--- config.mk ---
export PLATFORM = sky130hd
export DESIGN_NAME = ptick_core
export DESIGN_NICKNAME = d
export VERILOG_FILES = /design/src/rtl/ptick_pkg.sv /design/src/rtl/ptick_prescale.sv /design/src/rtl/ptick_interval.sv /design/src/rtl/ptick_regs.sv /design/src/rtl/ptick_core.sv
export SDC_FILE = /design/constraint.sdc
export NUM_CORES = 1
export LEC_CHECK = 0
export ABC_CLOCK_PERIOD_IN_PS = 4000
export BUFFER_PORTS_ARGS = -buffer_cell sky130_fd_sc_hd__buf_2
export CAP_MARGIN = 10
export CORE_UTILIZATION = 57
export CTS_CLUSTER_DIAMETER = 80
export CTS_CLUSTER_SIZE = 24
export DETAILED_ROUTE_END_ITERATION = 10
export PLACE_DENSITY = 0.8
export SETUP_SLACK_MARGIN = 0.5
export SYNTH_ARGS = -nofsm -noshare
export SYNTH_HDL_FRONTEND = slang
export SYNTH_SLANG_ARGS = --single-unit
--- constraint.sdc ---
create_clock -name clk -period 4 [get_ports clk]
set_input_delay 0.8 -clock clk [delete_from_list [all_inputs] [get_ports clk]]
set_output_delay 0.8 -clock clk [all_outputs]
set_load 0.05 [all_outputs]
--- src/rtl/ptick_pkg.sv ---
package ptick_pkg;

  localparam int ADDR_W = 8;

  localparam logic [ADDR_W-1:0] A_TBUF = 8'h00;
  localparam logic [ADDR_W-1:0] A_IBUF = 8'h08;
  localparam logic [ADDR_W-1:0] A_ICUR = 8'h0C;
  localparam logic [ADDR_W-1:0] A_CTRL = 8'h20;
  localparam logic [ADDR_W-1:0] A_STAT = 8'h30;
  localparam logic [ADDR_W-1:0] A_IEN  = 8'h34;
  localparam logic [ADDR_W-1:0] A_WST  = 8'h40;

  localparam int W_TBUF = 0;
  localparam int W_IBUF = 1;
  localparam int W_CTRL = 3;
  localparam int WST_W  = 4;
  localparam int N_ACK  = 3;

  typedef struct packed {
    logic auto_reload;
    logic run_int;
    logic run_tick;
  } ctrl_t;

  localparam int CTRL_W = $bits(ctrl_t);

endpackage

--- src/rtl/ptick_prescale.sv ---
module ptick_prescale #(
  parameter int TICK_W = 8
) (
  input  logic              clk,
  input  logic              rst_n,
  input  logic              run,
  input  logic [TICK_W-1:0] limit,
  output logic              tick
);

  logic [TICK_W-1:0] phase_q;

  // >= keeps the divider safe when the limit is lowered below the phase
  assign tick = run && (phase_q >= limit);

  always_ff @(posedge clk or negedge rst_n) begin
    if (!rst_n)       phase_q <= '0;
    else if (tick)    phase_q <= '0;
    else if (run)     phase_q <= phase_q + 1'b1;
  end

  // a tick restarts the phase
  a_r2_phase_wrap: assert property (@(posedge clk) disable iff (!rst_n)
    tick |=> (phase_q == '0));

  // a stopped prescaler holds its phase
  a_r2_phase_frozen: assert property (@(posedge clk) disable iff (!rst_n)
    !run |=> $stable(phase_q));

endmodule

--- src/rtl/ptick_interval.sv ---
module ptick_interval #(
  parameter int CNT_W = 31
) (
  input  logic             clk,
  input  logic             rst_n,
  input  logic             tick,
  input  logic             run,
  input  logic             auto_reload,
  input  logic [CNT_W-1:0] reload,
  input  logic             upd_req,
  output logic             fire,
  output logic             pending,
  output logic [CNT_W-1:0] count
);

  localparam logic [CNT_W-1:0] ONE = CNT_W'(1);

  logic [CNT_W-1:0] cnt_q;
  logic             pend_q;
  logic             take;
  logic             step;
  logic             expire;

  assign take   = tick && pend_q;
  assign step   = tick && run && !pend_q;
  assign expire = (cnt_q == ONE) || ((cnt_q == '0) && auto_reload);
  assign fire   = step && expire;

  always_ff @(posedge clk or negedge rst_n) begin
    if (!rst_n) begin
      cnt_q <= '0;
    end else if (take) begin
      cnt_q <= reload;
    end else if (step) begin
      if (cnt_q == '0) begin
        if (auto_reload) cnt_q <= reload;
      end else if (cnt_q == ONE) begin
        cnt_q <= auto_reload ? reload : '0;
      end else begin
        cnt_q <= cnt_q - 1'b1;
      end
    end
  end

  always_ff @(posedge clk or negedge rst_n) begin
    if (!rst_n)       pend_q <= 1'b0;
    else if (upd_req) pend_q <= 1'b1;
    else if (take)    pend_q <= 1'b0;
  end

  assign pending = pend_q;
  assign count   = cnt_q;

  // an expired one-shot count stays at zero
  a_r5_oneshot_hold: assert property (@(posedge clk) disable iff (!rst_n)
    (!auto_reload && cnt_q == '0 && !take) |=> (cnt_q == '0));

  // a halted counter keeps its value unless an update lands
  a_r6_halt_keeps: assert property (@(posedge clk) disable iff (!rst_n)
    (!run && !take) |=> $stable(cnt_q));

  // a pending update copies the buffer on the tick
  a_r7_update_loads: assert property (@(posedge clk) disable iff (!rst_n)
    take |=> (cnt_q == $past(reload)));

  // a one-shot expiry ends at zero
  a_r3_expire_zero: assert property (@(posedge clk) disable iff (!rst_n)
    (fire && !auto_reload) |=> (cnt_q == '0));

endmodule

--- src/rtl/ptick_regs.sv ---
module ptick_regs
  import ptick_pkg::*;
#(
  parameter int TICK_W = 8,
  parameter int DATA_W = 32,
  parameter int CNT_W  = DATA_W - 1
) (
  input  logic              clk,
  input  logic              rst_n,
  input  logic              wr_en,
  input  logic [ADDR_W-1:0] wr_addr,
  input  logic [DATA_W-1:0] wr_data,
  input  logic [ADDR_W-1:0] rd_addr,
  output logic [DATA_W-1:0] rd_data,
  input  logic              fire,
  input  logic              pending,
  input  logic [CNT_W-1:0]  count,
  output logic [TICK_W-1:0] tick_lim,
  output logic [CNT_W-1:0]  reload,
  output logic              upd_req,
  output ctrl_t             ctrl,
  output logic              irq
);

  logic [TICK_W-1:0] tbuf_q;
  logic [CNT_W-1:0]  ibuf_q;
  ctrl_t             ctrl_q;
  logic              stat_q;
  logic              ien_q;
  logic [N_ACK-1:0]  ack_q;
  logic [WST_W-1:0]  wst;

  function automatic logic hit(input logic [ADDR_W-1:0] a);
    return wr_en && (wr_addr == a);
  endfunction

  always_ff @(posedge clk or negedge rst_n) begin
    if (!rst_n) begin
      tbuf_q <= '0;
      ibuf_q <= '0;
      ctrl_q <= '0;
      ien_q  <= 1'b0;
    end else begin
      if (hit(A_TBUF)) tbuf_q <= wr_data[TICK_W-1:0];
      if (hit(A_IBUF)) ibuf_q <= wr_data[CNT_W-1:0];
      if (hit(A_CTRL)) ctrl_q <= ctrl_t'(wr_data[CTRL_W-1:0]);
      if (hit(A_IEN))  ien_q  <= wr_data[0];
    end
  end

  // status: a new expiry wins over a same-cycle clear
  always_ff @(posedge clk or negedge rst_n) begin
    if (!rst_n)                         stat_q <= 1'b0;
    else if (fire)                      stat_q <= 1'b1;
    else if (hit(A_STAT) && wr_data[0]) stat_q <= 1'b0;
  end

  for (genvar g = 0; g < N_ACK; g++) begin : g_ack
    localparam logic [ADDR_W-1:0] SRC = (g == 0) ? A_TBUF : (g == 1) ? A_IBUF : A_CTRL;
    localparam int                BIT = (g == 0) ? W_TBUF : (g == 1) ? W_IBUF : W_CTRL;

    always_ff @(posedge clk or negedge rst_n) begin
      if (!rst_n)                          ack_q[g] <= 1'b0;
      else if (hit(SRC))                   ack_q[g] <= 1'b1;
      else if (hit(A_WST) && wr_data[BIT]) ack_q[g] <= 1'b0;
    end

    // a buffer or control write leaves its acknowledge set
    a_r9_ack_sets: assert property (@(posedge clk) disable iff (!rst_n)
      hit(SRC) |=> ack_q[g]);
  end

  always_comb begin
    wst         = '0;
    wst[W_TBUF] = ack_q[0];
    wst[W_IBUF] = ack_q[1];
    wst[W_CTRL] = ack_q[2];
  end

  always_comb begin
    unique case (rd_addr)
      A_TBUF:  rd_data = {{(DATA_W-TICK_W){1'b0}}, tbuf_q};
      A_IBUF:  rd_data = {pending, ibuf_q};
      A_ICUR:  rd_data = {1'b0, count};
      A_CTRL:  rd_data = {{(DATA_W-CTRL_W){1'b0}}, ctrl_q};
      A_STAT:  rd_data = {{(DATA_W-1){1'b0}}, stat_q};
      A_IEN:   rd_data = {{(DATA_W-1){1'b0}}, ien_q};
      A_WST:   rd_data = {{(DATA_W-WST_W){1'b0}}, wst};
      default: rd_data = '0;
    endcase
  end

  assign tick_lim = tbuf_q;
  assign reload   = ibuf_q;
  assign upd_req  = hit(A_IBUF) && wr_data[DATA_W-1];
  assign ctrl     = ctrl_q;
  assign irq      = stat_q && ien_q;

  // an expiry is visible in the status on the next cycle
  a_r3_fire_sets_status: assert property (@(posedge clk) disable iff (!rst_n)
    fire |=> stat_q);

  // status drops only after a clear write
  a_r8_clear_only_by_write: assert property (@(posedge clk) disable iff (!rst_n)
    $fell(stat_q) |-> $past(hit(A_STAT) && wr_data[0]));

endmodule

--- src/rtl/ptick_core.sv ---
module ptick_core
  import ptick_pkg::*;
#(
  parameter int TICK_W = 8,
  parameter int DATA_W = 32
) (
  input  logic              clk,
  input  logic              rst_n,
  input  logic              wr_en,
  input  logic [7:0]        wr_addr,
  input  logic [DATA_W-1:0] wr_data,
  input  logic [7:0]        rd_addr,
  output logic [DATA_W-1:0] rd_data,
  output logic              irq
);

  localparam int CNT_W = DATA_W - 1;

  logic [TICK_W-1:0] tick_lim;
  logic [CNT_W-1:0]  reload;
  logic [CNT_W-1:0]  count;
  logic              upd_req;
  logic              tick;
  logic              fire;
  logic              pending;
  ctrl_t             ctrl;

  ptick_regs #(.TICK_W(TICK_W), .DATA_W(DATA_W), .CNT_W(CNT_W)) u_regs (
    .clk      (clk),
    .rst_n    (rst_n),
    .wr_en    (wr_en),
    .wr_addr  (wr_addr),
    .wr_data  (wr_data),
    .rd_addr  (rd_addr),
    .rd_data  (rd_data),
    .fire     (fire),
    .pending  (pending),
    .count    (count),
    .tick_lim (tick_lim),
    .reload   (reload),
    .upd_req  (upd_req),
    .ctrl     (ctrl),
    .irq      (irq)
  );

  ptick_prescale #(.TICK_W(TICK_W)) u_pre (
    .clk   (clk),
    .rst_n (rst_n),
    .run   (ctrl.run_tick),
    .limit (tick_lim),
    .tick  (tick)
  );

  ptick_interval #(.CNT_W(CNT_W)) u_int (
    .clk         (clk),
    .rst_n       (rst_n),
    .tick        (tick),
    .run         (ctrl.run_int),
    .auto_reload (ctrl.auto_reload),
    .reload      (reload),
    .upd_req     (upd_req),
    .fire        (fire),
    .pending     (pending),
    .count       (count)
  );

  // no interrupt request out of reset
  a_r1_quiet_after_reset: assert property (@(posedge clk) disable iff (!rst_n)
    $rose(rst_n) |-> !irq);

endmodule

==> results.sh <==
export IMPL_path_cells="buf_2 > buf_4 > mux2i_1 > o22a_1 > o21ai_1 > buf_2"
export IMPL_netlist_area_um2=5270
export IMPL_fin_skew_ns=0.0157
export IMPL_period_share_pct=79.3
export IMPL_ant_nets=0
export IMPL_outcome="finished, final reports clean"
export IMPL_yosysWarnings=0
export IMPL_die_x_um=98.1
export IMPL_grt_pass1_vias=4576
export IMPL_hpwl_um=8820
export IMPL_relSlewSlack_pct=27.0
export IMPL_synth_avg_cell_area_um2=9.70
export IMPL_synth_most_common_cell="dfrtp_1"
export IMPL_globalRouteOverflowTotal=0
export IMPL_synth_cell_type_count=55
export IMPL_peakVddDrop_uv=265
export IMPL_synth_nets=605
export IMPL_ctsResizeCount=0
export IMPL_crit_top_cell="buf_2"
export IMPL_fin_setup_tns_ns=0
export IMPL_max_cap_violations=0
export IMPL_crit_path_end_kind="output port"
export IMPL_synthArstFlopShare_pct=100
export IMPL_cp_slowest_stage_delay_ns=0.45
export IMPL_vias=4692
export IMPL_gp_congestion=0.890
export IMPL_path_class="input pin to output port"
export IMPL_vias_per_cell=6.48
export IMPL_synth_edff_count=0
export IMPL_cts_root_buf="clkbuf_8"
export IMPL_synth_area_top_cells="dfrtp_1 (41%), mux2_2 (9.0%), mux2i_1 (6.7%), a22o_1 (6.5%), nor2_1 (4.6%)"
export IMPL_dr_pass1_iters=8
export IMPL_setup_violations=0
export IMPL_grt_pass1_wl_um=21700
export IMPL_start_kind="input pin"
export IMPL_htree_num_levels=3
export IMPL_grt_max_degree=75
export IMPL_slowest_stage="buf_4"
export IMPL_layout_drive_gt1_share_pct=26.3
export IMPL_yosysTopAreaCell="dfrtp_1"
export IMPL_rsz0062_at_grt="false"
export IMPL_fin_util_pct=67.3
export IMPL_ys_flop_type="dfrtp_1"
export IMPL_syn_to_final_growth_pct=13.0
export IMPL_synth_ff_latch_count=87
export IMPL_preCtsSetupSlack_ns=0.872
export IMPL_cts_buffers=9
export IMPL_final_max_slew_viol_count=0
export IMPL_arrival_ns=2.37
export IMPL_cts_max_path_buffers=2
export IMPL_clkTransAtPathRegs_ns=0.09
export IMPL_cts_tree="yes"
export IMPL_core_area_um2=8850
export IMPL_antenna_found_initial=0
export IMPL_drtIter0Drc=351
export IMPL_io_pins=84
export IMPL_required_ns=3.20
export IMPL_worst_pin_slew_ns=1.08
export IMPL_cts_setup_buffers=0
export IMPL_dieArea_um2=9630
export IMPL_fmax_mhz=315
export IMPL_ys_seq_area_share_pct=41.3
export IMPL_finalHoldViolations=0
export IMPL_fillerInstances=742
export IMPL_crit_family="buffers and inverters"
export IMPL_cts_sinks=87
export IMPL_grtUsageTotal_pct=27.7
export IMPL_diodes=0
export IMPL_wirelength_um=12900
export IMPL_synthCells=543
export IMPL_ctsHoldBuffers=0
export IMPL_register_area_um2=2180
export IMPL_drc_errors=0
export IMPL_period_needed_ns=3.17
export IMPL_insertion_delay_ns=0.36
export IMPL_worst_path_max_fanout=20
export IMPL_die_h_um=98.1
export IMPL_portBuffers=83
export IMPL_setup_ws_ns=0.829
export IMPL_start_util_pct=59.5
export IMPL_synth_top_area_share_pct=41.3
export IMPL_p_leak_uw=0.00283
export IMPL_row_count=34
export IMPL_wl_per_cell_um=17.8
export IMPL_multiInputGateArea_um2=2890
export IMPL_power_total_uw=3000
export IMPL_power_density_nw_per_um2=504
export IMPL_nets=673
export IMPL_worstHoldPathType="register to register"
export IMPL_path_buf_inv=3
export IMPL_synth_common_cells="dfrtp_1 (87), nor2_1 (65), mux2_2 (42), a22o_1 (39), o21ai_0 (36)"
[power by group]
| group | switching (µW) | internal, µW |
|---|---|---|
| sequential | 231 | 1020 |
| combinational | 661 | 460 |
| clock | 322 | 305 |
[layout make-up]
class,instances,area share (%)
clock buffers,11,2.37
clock inverters,5,0.967
well taps,108,2.27
multi-input cells,402,48.5
flip-flops and latches,87,36.6
inverters,20,1.26
repair buffers,91,8.03
[state kept, by name (all words and copies together) (netlist names)]
signal,cells
u_regs.reload,31
u_regs.ien_q,1
u_regs.ctrl,3
u_int.pending,1
u_regs.tick_lim,8
u_regs.stat_q,1
u_regs.ack_q,3
u_pre.phase_q,8
u_int.count,31
[layer usage]
layer,global-route usage [%],part of all wire [%],vias up
met5,0,0,-
met2,46.0,49,190
met1,37.3,44,2326
met4,8.15,1.2,0
li1,-,-,2158
met3,4.87,5.9,18
[worst reg2reg max path: stages (launching register included)]
cell,delay [ns]
dfrtp_1,0.43
inv_1,0.10
ha_1,0.27
nand2b_1,0.14
a2111oi_0,0.55
o31a_1,0.50
o32ai_2,0.22
buf_4,0.28
a22o_1,0.28
a22o_1,0.23
[path summary, 6_finish.rpt]
kind                       slack, ns  depth (start not counted)            endpoint             start
max reg2reg                     0.89                          9      u_int.count[5]  u_pre.phase_q[0]
min reg2reg                     0.49                          1     u_regs.ack_q[2]   u_regs.ack_q[2]
max                             0.83                          6          rd_data[0]        rd_addr[2]
max in group asynchronous       2.65                          2   u_regs.reload[16]             rst_n
min                             0.49                          1     u_regs.ack_q[2]   u_regs.ack_q[2]
min in group asynchronous       0.56                          1  u_regs.tick_lim[5]             rst_n
[stage by stage]
step / instances / hold slack [ns] / cell area, µm²
floorplan: 543 / 0.437 / 5270
global placement: 708 / 0.451 / 5750
detailed placement: 708 / 0.469 / 5750
CTS: 724 / 0.489 / 5950
global route: 724 / 0.506 / 5950
finish: 724 / 0.488 / 5950
[cell families after synthesis]
family,share of synthesized area [%]
buffers and inverters,4.16
AND/OR/NAND/NOR,16.6
flip-flops,41.3
AO/OA/AOI/OAI,18.8
adder cells (fa/ha/maj),2.61
XOR/XNOR,0.831
multiplexers,15.6
[cell usage in the layout (no fill, tap or decap), types with 6 or more instances in the layout]
cell	instances
dfrtp_1	87
buf_2	82
nor2_1	65
mux2_2	42
a22o_1	39
mux2i_1	35
nand2_1	33
o21ai_0	31
nor3_1	23
inv_1	19
a32o_1	14
nor4_1	12
nand3_1	11
ha_1	11
clkbuf_8	10
buf_4	9
nand4_1	7
a21oi_1	7
a31oi_1	6
Note: power is estimated with default switching activity, not from simulation.
